--- src/rtl/mseq_pkg.sv ---
// Package mseq_pkg
// Shared encodings for the microprogram sequencer: the kinds of next-address
// selection, the condition select codes, and the ALU flag bit positions.
// Assumes the microword packs {control, kind, condition, target} from MSB to LSB.
package mseq_pkg;

    typedef enum logic [1:0] {
        NX_INC  = 2'd0,
        NX_JUMP = 2'd1,
        NX_DISP = 2'd2,
        NX_RSVD = 2'd3
    } nxt_kind_e;

    localparam logic [2:0] CC_ALWAYS = 3'd0;
    localparam logic [2:0] CC_ZERO   = 3'd1;
    localparam logic [2:0] CC_CARRY  = 3'd2;
    localparam logic [2:0] CC_SIGN   = 3'd3;
    localparam logic [2:0] CC_OVF    = 3'd4;

    localparam int FLG_Z = 0;
    localparam int FLG_C = 1;
    localparam int FLG_N = 2;
    localparam int FLG_V = 3;

    localparam int KIND_W = 2;
    localparam int COND_W = 3;

endpackage

--- src/rtl/mseq_store.sv ---
// Module mseq_store
// Constant control store. Each word is computed by a function of its address,
// so no literal table is written out. The read is combinational; the caller
// registers the word. Assumes ADDR_W == OPC_W + 2 (four words per opcode).
module mseq_store
    import mseq_pkg::*;
#(
    parameter int CTRL_W = 12,
    parameter int OPC_W  = 4,
    parameter int ADDR_W = OPC_W + 2
) (
    input  logic [ADDR_W-1:0]                       rd_addr,
    output logic [CTRL_W+KIND_W+COND_W+ADDR_W-1:0]  rd_word
);
    localparam int WORD_W = CTRL_W + KIND_W + COND_W + ADDR_W;

    // Builds the microword for one address of the fixed microprogram.
    function automatic logic [WORD_W-1:0] image(input logic [ADDR_W-1:0] a);
        logic [CTRL_W-1:0] c;
        nxt_kind_e         k;
        logic [2:0]        cc;
        logic [ADDR_W-1:0] t;
        logic [OPC_W-1:0]  op;
        logic [1:0]        off;
        op  = a[ADDR_W-1:2];
        off = a[1:0];
        t   = '0;
        cc  = CC_ALWAYS;
        if (op == '0) begin
            case (off)
                2'd0:    begin c = CTRL_W'(1); k = NX_INC;  end
                2'd1:    begin c = CTRL_W'(2); k = NX_INC;  end
                2'd2:    begin c = CTRL_W'(4); k = NX_DISP; end
                default: begin c = '0;         k = NX_JUMP; end
            endcase
        end else begin
            c = CTRL_W'({2'b10, off, 2'b00, a});
            case (off)
                2'd0:    k = NX_INC;
                2'd1:    begin k = NX_JUMP; cc = 3'(op); end
                2'd2:    k = NX_JUMP;
                default: k = NX_INC;
            endcase
        end
        return {c, k, cc, t};
    endfunction

    // Reads the addressed word from the constant image.
    always_comb begin
        rd_word = image(rd_addr);
    end

endmodule

--- src/rtl/mseq_next.sv ---
// Module mseq_next
// Sequence logic: picks the next micro-address from the current word's kind,
// condition select and target, the ALU flags and the machine opcode.
// Assumes ADDR_W == OPC_W + 2; reserved kind behaves as increment.
module mseq_next
    import mseq_pkg::*;
#(
    parameter int OPC_W  = 4,
    parameter int ADDR_W = OPC_W + 2
) (
    input  logic [ADDR_W-1:0] car_i,
    input  logic [KIND_W-1:0] kind_i,
    input  logic [COND_W-1:0] cond_i,
    input  logic [ADDR_W-1:0] target_i,
    input  logic [3:0]        flags_i,
    input  logic [OPC_W-1:0]  opcode_i,
    output logic [ADDR_W-1:0] nxt_o
);
    logic              cond_hit;
    logic [ADDR_W-1:0] seq_addr;

    // Evaluates the selected condition against the ALU flags.
    always_comb begin
        case (cond_i)
            CC_ALWAYS: cond_hit = 1'b1;
            CC_ZERO:   cond_hit = flags_i[FLG_Z];
            CC_CARRY:  cond_hit = flags_i[FLG_C];
            CC_SIGN:   cond_hit = flags_i[FLG_N];
            CC_OVF:    cond_hit = flags_i[FLG_V];
            default:   cond_hit = 1'b0;
        endcase
    end

    // Chooses between sequential, jump and dispatch addresses.
    always_comb begin
        seq_addr = car_i + ADDR_W'(1);
        case (nxt_kind_e'(kind_i))
            NX_JUMP: nxt_o = cond_hit ? target_i : seq_addr;
            NX_DISP: nxt_o = {opcode_i, 2'b00};
            default: nxt_o = seq_addr;
        endcase
    end

endmodule

--- src/rtl/mseq_top.sv ---
// Module mseq_top
// Microprogrammed control sequencer. The control address register and the
// control buffer register load together each edge, so the buffered word is
// always the one at the current address. Reset forces address 0 and word 0.
// Assumes flags_i and opcode_i are stable around the rising edge.
module mseq_top
    import mseq_pkg::*;
#(
    parameter int CTRL_W = 12,
    parameter int OPC_W  = 4
) (
    input  logic              clk,
    input  logic              rst_n,
    input  logic [OPC_W-1:0]  opcode_i,
    input  logic [3:0]        flags_i,
    output logic [CTRL_W-1:0] ctrl_o,
    output logic [OPC_W+1:0]  uaddr_o
);
    localparam int ADDR_W = OPC_W + 2;
    localparam int WORD_W = CTRL_W + KIND_W + COND_W + ADDR_W;

    logic [ADDR_W-1:0] car_q;
    logic [ADDR_W-1:0] nxt_addr;
    logic [ADDR_W-1:0] rd_addr;
    logic [WORD_W-1:0] cbr_q;
    logic [WORD_W-1:0] rd_word;
    logic [KIND_W-1:0] cbr_kind;
    logic [COND_W-1:0] cbr_cond;
    logic [ADDR_W-1:0] cbr_target;

    // Splits the buffered microword into its fields.
    assign {ctrl_o, cbr_kind, cbr_cond, cbr_target} = cbr_q;
    assign uaddr_o = car_q;

    mseq_next #(.OPC_W(OPC_W), .ADDR_W(ADDR_W)) next_i (
        .car_i    (car_q),
        .kind_i   (cbr_kind),
        .cond_i   (cbr_cond),
        .target_i (cbr_target),
        .flags_i  (flags_i),
        .opcode_i (opcode_i),
        .nxt_o    (nxt_addr)
    );

    // Reset steers the store read to the fetch entry point.
    assign rd_addr = rst_n ? nxt_addr : '0;

    mseq_store #(.CTRL_W(CTRL_W), .OPC_W(OPC_W), .ADDR_W(ADDR_W)) store_i (
        .rd_addr (rd_addr),
        .rd_word (rd_word)
    );

    // Latches the new micro-address and its word on every edge.
    always_ff @(posedge clk) begin
        if (!rst_n) begin
            car_q <= '0;
            cbr_q <= rd_word;
        end else begin
            car_q <= nxt_addr;
            cbr_q <= rd_word;
        end
    end

endmodule

--- config.mk ---
export PLATFORM = sky130hd
export DESIGN_NAME = mseq_top
export DESIGN_NICKNAME = d
export VERILOG_FILES = /design/src/rtl/mseq_pkg.sv /design/src/rtl/mseq_store.sv /design/src/rtl/mseq_next.sv /design/src/rtl/mseq_top.sv
export SDC_FILE = /design/constraint.sdc
export NUM_CORES = 1
export LEC_CHECK = 0
export BUFFER_PORTS_ARGS = -buffer_cell sky130_fd_sc_hd__buf_2
export CAP_MARGIN = 5
export CORE_ASPECT_RATIO = 1.5
export CORE_UTILIZATION = 50
export CTS_CLUSTER_SIZE = 12
export DETAILED_ROUTE_END_ITERATION = 10
export HOLD_SLACK_MARGIN = 0.02
export PLACE_DENSITY = 0.77
export SYNTH_ARGS = -nofsm -noshare
export SYNTH_HDL_FRONTEND = slang
export SYNTH_SLANG_ARGS = --single-unit
export TNS_END_PERCENT = 50
--- constraint.sdc ---
create_clock -name clk -period 2.63 [get_ports clk]
set_input_delay 0.263 -clock clk [delete_from_list [all_inputs] [get_ports clk]]
set_output_delay 0.263 -clock clk [all_outputs]
set_load 0.005 [all_outputs]
* After elaboration in Yosys (flattened, before gate mapping)
Cells that the tools add are included.
** Operators by class
- Add/subtract/negate cells :: 1
- Equality and inequality tests :: 8
- Multiplexer cells :: 9
- Bitwise gates (word level) :: 1
- Reduce and logical (&&, ||, !) cells :: 6
** Operators with widths (number)
- two-way mux 6 bit :: 2
- case mux 6 bit (2 select lines) :: 1
- two-way mux 10 bit :: 1
- case mux 3 bit (3 select lines) :: 1
- adder 6 x 1 -> 6 bit, second input constant :: 1
- equality test 3 x 2 -> 1 bit, second input constant :: 2
- OR reduction 2 bit :: 3
- case mux 1 bit (5 select lines) :: 1
- equality test 2 x 1 -> 1 bit, second input constant :: 2
- equality test 2 bit, second input constant :: 2
- logical NOT 4 bit :: 1
- case mux 2 bit (2 select lines) :: 1
- equality test 3 x 1 -> 1 bit, second input constant :: 1
- equality test 3 bit, second input constant :: 1
- logical NOT 3 bit :: 1
- logical NOT 2 bit :: 1
- two-way mux 2 bit :: 1
- two-way mux 1 bit :: 1
- NOT 1 bit :: 1
** Word-level totals
- Register bits :: 23
- Bits of input ports :: 10
- Word-level logic and storage cells :: 29

* Longest topological paths before layout
- Word-level depth :: 9
- Gate-level depth with buffers :: 11
- Depth with buffers taken out :: 10

* Hierarchy
Synthesis repeated with hierarchy kept, for this count alone.
** Unflattened totals
- Cell total of the unflattened synthesis :: 135
- Area, all modules :: 1386.3 µm²
** Modules (own cells, without submodules)
- mseq_top :: times used 1, cells an instance 47, area an instance 708.2 µm²
- mseq_next :: times used 1, cells an instance 55, area an instance 410.4 µm²
- mseq_store :: times used 1, cells an instance 33, area an instance 267.8 µm²

* Worst setup path before layout
OpenSTA, ideal clock, no wires.
- Path kind :: reg2reg
- From :: reg cbr_q[10]
- To :: reg cbr_q[9]
- Library setup time :: 121 ps
- Arrival time :: 1838 ps
- Data required time :: 2509 ps
- Setup slack :: 671 ps
- Cell stages (with the launch flop) :: 10
- Buffers on the path :: 1
- Clock period less this slack :: 1959 ps
- Path through :: dfxtp_1 -> inv_1 -> ha_1 -> o21ai_0 -> a211oi_2 -> o21ai_2 -> buf_6 -> or2_2 -> ha_1 -> mux2_4
** Between the ends
- Word-level cells in the longest chain between the ends :: 7
** Ends and longest elaborated chain
- from (decl) :: RTL line mseq_top.sv:25 : logic [WORD_W-1:0] cbr_q;
- from (signal assigned) :: RTL line mseq_top.sv:57 : cbr_q <= rd_word;
- from (signal assigned) :: RTL line mseq_top.sv:60 : cbr_q <= rd_word;
- equality test 2 bit or equality test 2 x 1 -> 1 bit (tied branches) :: RTL line mseq_next.sv:37 : case (nxt_kind_e'(kind_i))
- case mux 6 bit (2 select lines) (*) :: RTL line mseq_next.sv:37
- two-way mux 6 bit (*)
- equality test 2 x 1 -> 1 bit (tied with other cells) :: RTL line mseq_store.sv:30, mseq_store.sv:38
- OR reduction 2 bit (no line)
- case mux 2 bit (2 select lines) or two-way mux 1 bit (tied branches) :: RTL line mseq_store.sv:30, mseq_store.sv:38
- two-way mux 2 bit (*) :: RTL line mseq_store.sv:29 : if (op == '0) begin
- via rd_word[9] :: RTL line mseq_top.sv:26 : logic [WORD_W-1:0] rd_word;
Mark *: on every way through the listed nets, which the timed path passes. The rest lies on a longest branch.
A chain may end at the register's enable or synchronous reset.

* Worst setup path in the final report
- From :: reg car_q[0], in the netlist uaddr_o[0]
- To :: reg cbr_q[9]
** Between the ends
- Word-level cells in the longest chain between the ends :: 8
** Ends and longest elaborated chain
- from (decl) :: RTL line mseq_top.sv:22 : logic [ADDR_W-1:0] car_q;
- from (signal assigned) :: RTL line mseq_top.sv:59 : car_q <= nxt_addr;
- adder 6 x 1 -> 6 bit (*) :: RTL line mseq_next.sv:36 : seq_addr = car_i + ADDR_W'(1);
- two-way mux 6 bit :: RTL line mseq_next.sv:38 : NX_JUMP: nxt_o = cond_hit ? target_i : seq_addr;
- case mux 6 bit (2 select lines) (*) :: RTL line mseq_next.sv:37
- two-way mux 6 bit (*)
- equality test 2 x 1 -> 1 bit (tied with other cells) :: RTL line mseq_store.sv:30, mseq_store.sv:38
- OR reduction 2 bit (no line)
- case mux 2 bit (2 select lines) or two-way mux 1 bit (tied branches) :: RTL line mseq_store.sv:30, mseq_store.sv:38
- two-way mux 2 bit (*) :: RTL line mseq_store.sv:29
- via rd_word[9] :: RTL line mseq_top.sv:26
Marked as above.

==> impl_metrics.env <==
export IMPL_status="completed"
export IMPL_total_switching_power_mw=0.354
export IMPL_place_port_buffers=24
export IMPL_r2r_end="cbr_q[9]"
export IMPL_die_height_um=56.6
export IMPL_cp_start_kind="register"
export IMPL_rr_startpoint="uaddr_o[0]"
export IMPL_critical_path_n_buffers_inverters=0
export IMPL_p_sw_share_pct=34.9
export IMPL_fin_crit_period_ns=1.93
export IMPL_post_cts_resize_count=0
export IMPL_synthesis_area_per_instance_um2=9.45
export IMPL_detail_route_wl_per_cell_um=11.6
export IMPL_rsz0062_at_grt="false"
export IMPL_ant_nets=0
export IMPL_grt_overflow_total=0
export IMPL_fin_hold_viols=0
export IMPL_synth_top_cells_by_area="sky130_fd_sc_hd__dfxtp_1, sky130_fd_sc_hd__buf_4, sky130_fd_sc_hd__ha_1, sky130_fd_sc_hd__nand2_1, sky130_fd_sc_hd__o21ai_0"
export IMPL_crit_fanout=6
export IMPL_buffer_type_at_the_clock_tree_root="sky130_fd_sc_hd__clkbuf_4"
export IMPL_crit_required_ns=2.84
export IMPL_synthFlopType="sky130_fd_sc_hd__dfxtp_1"
export IMPL_core_area_um2=1850
export IMPL_ys_seq_elements=20
export IMPL_grt_start_max_net_pins=12
export IMPL_maxCapViolCount=0
export IMPL_drc=0
export IMPL_flow_area_growth_from_synthesis_pct=9.71
export IMPL_htree_num_levels=1
export IMPL_synth_async_sr_flop_share_pct=0
export IMPL_finish_utilization_pct=58.7
export IMPL_finish_net_count=141
export IMPL_finalWeightedCongestion=0.855
export IMPL_fmaxAchievable_mhz=517
export IMPL_power_sequential_fraction_pct=41.8
export IMPL_die_width_um=38.4
export IMPL_whs_ns=0.212
export IMPL_combPwrFrac_pct=40.6
export IMPL_slew_violations=0
export IMPL_critical_path_arrival_ns=2.15
export IMPL_grt_antenna_before_repair=0
export IMPL_post_drt_via_cell_ratio=5.17
export IMPL_insertion_delay_ns=0.31
export IMPL_post_synth_top_area_cell="sky130_fd_sc_hd__dfxtp_1"
export IMPL_reg2reg_depth=6
export IMPL_final_fill_count=173
export IMPL_static_leakage_power_nw=0.517
export IMPL_power_per_cell_area_nw_per_um2=933
export IMPL_dp_final_hpwl_um=1360
export IMPL_cts_hold_repair_buffers=0
export IMPL_category_of_cells_accounting_for_the_largest_share_of_critical_path_delay="simple AND/OR/NAND/NOR gates"
export IMPL_drt_pass1_iterations=5
export IMPL_floorplan_die_area_um2=2170
export IMPL_number_of_global_route_vias_before_repair=710
export IMPL_critical_path_max_stage_delay_ns=0.46
export IMPL_drt_initial_drc_count=12
export IMPL_n_antenna_cell=0
export IMPL_end_kind="register"
export IMPL_clkSinkCount=20
export IMPL_skew_final_ns=0.00737
export IMPL_mapped_cells=105
export IMPL_setup_tns_ns=0
export IMPL_power_ir_vdd_worst_uv=495
export IMPL_fp_row_count=19
export IMPL_dr_total_vias=745
export IMPL_cp_slowest_cell="sky130_fd_sc_hd__dfxtp_1"
export IMPL_layout_drive_gt1_share_pct=31.7
export IMPL_global_route_total_usage_across_every_layer_pct=17.0
export IMPL_cpMostUsedCell="sky130_fd_sc_hd__nand3_2"
export IMPL_postCtsSetupBuffers=0
export IMPL_setup_violations=0
export IMPL_yosys_warnings=0
export IMPL_post_synth_instance_area_um2=992
export IMPL_r2r_slack_ns=0.70
export IMPL_synth_seq_area_share_pct=40.4
export IMPL_worstSetupEndpoint="cbr_q[9]"
export IMPL_timing_max_slew_rel_slack_pct=49.0
export IMPL_fin_crit_sh_pct=73.5
export IMPL_number_of_enable_type_register_cells_in_the_synthesized_netlist=0
export IMPL_global_route_wire_length_before_repair_um=2650
export IMPL_floorplan_initialDensity_pct=53.5
export IMPL_cts_clk_slew_worst_paths_ns=0.11
export IMPL_numCtsBuffers=3
export IMPL_worst_setup_path_type="register to register"
export IMPL_cell_internal_pwr_mw=0.662
export IMPL_drt_total_wl_um=1670
export IMPL_cp_depth=6
export IMPL_placed_cells_incl_taps=140
export IMPL_synth_cell_type_count=33
export IMPL_top_level_ports=28
export IMPL_power_frac_clock_pct=17.6
export IMPL_min_delay_path_class="input port to register"
export IMPL_tritoncts="built"
export IMPL_max_slew_worst_pin_slew_ns=0.755
export IMPL_stdcell_count=144
export IMPL_cts_buffer_depth=2
export IMPL_synth_largest_type_area_fraction_pct=40.4
export IMPL_cp_startpoint="uaddr_o[0]"
export IMPL_path_cells="ha_1 > nand3_2 > or3_1 > nand3_2 > o21a_4 > mux2_4"
-- layout make-up --
| cell class | count | area, µm² | area share, % |
|---|---|---|---|
| Multi-Input combinational cell | 68 | 475 | 43.7 |
| Clock buffer | 4 | 36.3 | 3.33 |
| Tap cell | 21 | 26.3 | 2.41 |
| Timing Repair Buffer | 25 | 128 | 11.7 |
| Sequential cell | 20 | 400 | 36.8 |
| Inverter | 6 | 22.5 | 2.07 |
-- logic make-up (layout without fill, tap and decap cells) --
kind of cell / after synthesis / after routing / share of synthesized area, %
compound gates: 21 / 21 / 15.8
fa+ha+maj: 7 / 7 / 8.83
other cells: 1 / 3 / 0.378
buf+inv: 19 / 35 / 12.5
simple gates: 31 / 31 / 16.1
xor+xnor: 4 / 4 / 3.53
mux: 2 / 2 / 2.52
flops: 20 / 20 / 40.4
-- synth_stat cells, types with 2 or more instances --
| cell type | count |
|---|---|
| sky130_fd_sc_hd__a211oi_1 | 2 |
| sky130_fd_sc_hd__a21o_1 | 2 |
| sky130_fd_sc_hd__and2_1 | 3 |
| sky130_fd_sc_hd__buf_4 | 12 |
| sky130_fd_sc_hd__dfxtp_1 | 20 |
| sky130_fd_sc_hd__ha_1 | 7 |
| sky130_fd_sc_hd__inv_1 | 6 |
| sky130_fd_sc_hd__nand2_1 | 11 |
| sky130_fd_sc_hd__nand3_2 | 2 |
| sky130_fd_sc_hd__nand4_1 | 2 |
| sky130_fd_sc_hd__nor2_1 | 4 |
| sky130_fd_sc_hd__nor3_1 | 3 |
| sky130_fd_sc_hd__o21ai_0 | 8 |
| sky130_fd_sc_hd__or2_2 | 2 |
| sky130_fd_sc_hd__xor2_1 | 3 |
-- worst min-delay path by stage --
stage,from,to,slack [ns],cells after the start
2_1_floorplan,opcode_i[2],cbr_q[15],0.38,2
3_3_place_gp,opcode_i[3],cbr_q[16],0.52,3
3_5_place_dp,opcode_i[3],uaddr_o[5],0.52,3
4_1_cts,opcode_i[2],cbr_q[15],0.20,3
5_1_grt,opcode_i[3],cbr_q[16],0.20,3
6_report,opcode_i[3],cbr_q[16],0.21,3
-- through the flow --
stage	cell area, µm²	setup WS [ns]	power [mW]
finish	1090	0.697	1.02
global route	1090	0.611	1.10
CTS	1090	0.692	1.03
detailed placement	1050	0.716	0.847
global placement	1050	0.729	0.833
floorplan	1000	0.671	0.773
-- flip-flops by register name, indices dropped and copies added, names as in the netlist --
register and cells:
uaddr_o 6, cbr_q 14
-- cells in the final DEF (no fill, tap or decap), drive strengths merged --
master  netlist  routed
a211oi        3       3
ha            7       7
clkbuf        0       4
o21ba         1       1
xor2          3       3
and2          4       4
o22a          1       1
a31o          1       1
o21ai        10      10
and3          1       1
a21o          2       2
nand4         2       2
or3           1       1
nor3          3       3
nand3         3       3
mux2i         1       1
xnor2         1       1
inv           6       6
conb          1       3
mux2          1       1
nor2          4       4
o21a          1       1
dfxtp        20      20
nand2        11      11
o41ai         1       1
buf          13      25
or2           2       2
o31a          1       1
-- worst min-delay path: stages --
cell	delay, ns
sky130_fd_sc_hd__buf_2	0.10
sky130_fd_sc_hd__nand2_1	0.06
sky130_fd_sc_hd__o21ai_0	0.06
-- layer usage --
metal	track usage [%]	vias to the layer above	part of all wire [%]
met5	0	-	0
met4	11.8	0	3.8
met3	2.77	5	4.2
met2	31.0	24	54
met1	15.5	337	38
li1	-	379	-
-- power by group through the flow --
stage | Combinational [mW] | Clock, mW | Sequential (mW)
2_1_floorplan | 0.346 | 0 | 0.427
3_3_place_gp | 0.403 | 0 | 0.430
3_5_place_dp | 0.414 | 0 | 0.433
4_1_cts | 0.419 | 0.182 | 0.426
5_1_grt | 0.470 | 0.195 | 0.436
6_report | 0.413 | 0.178 | 0.425
(Power assumes the default switching activity.)
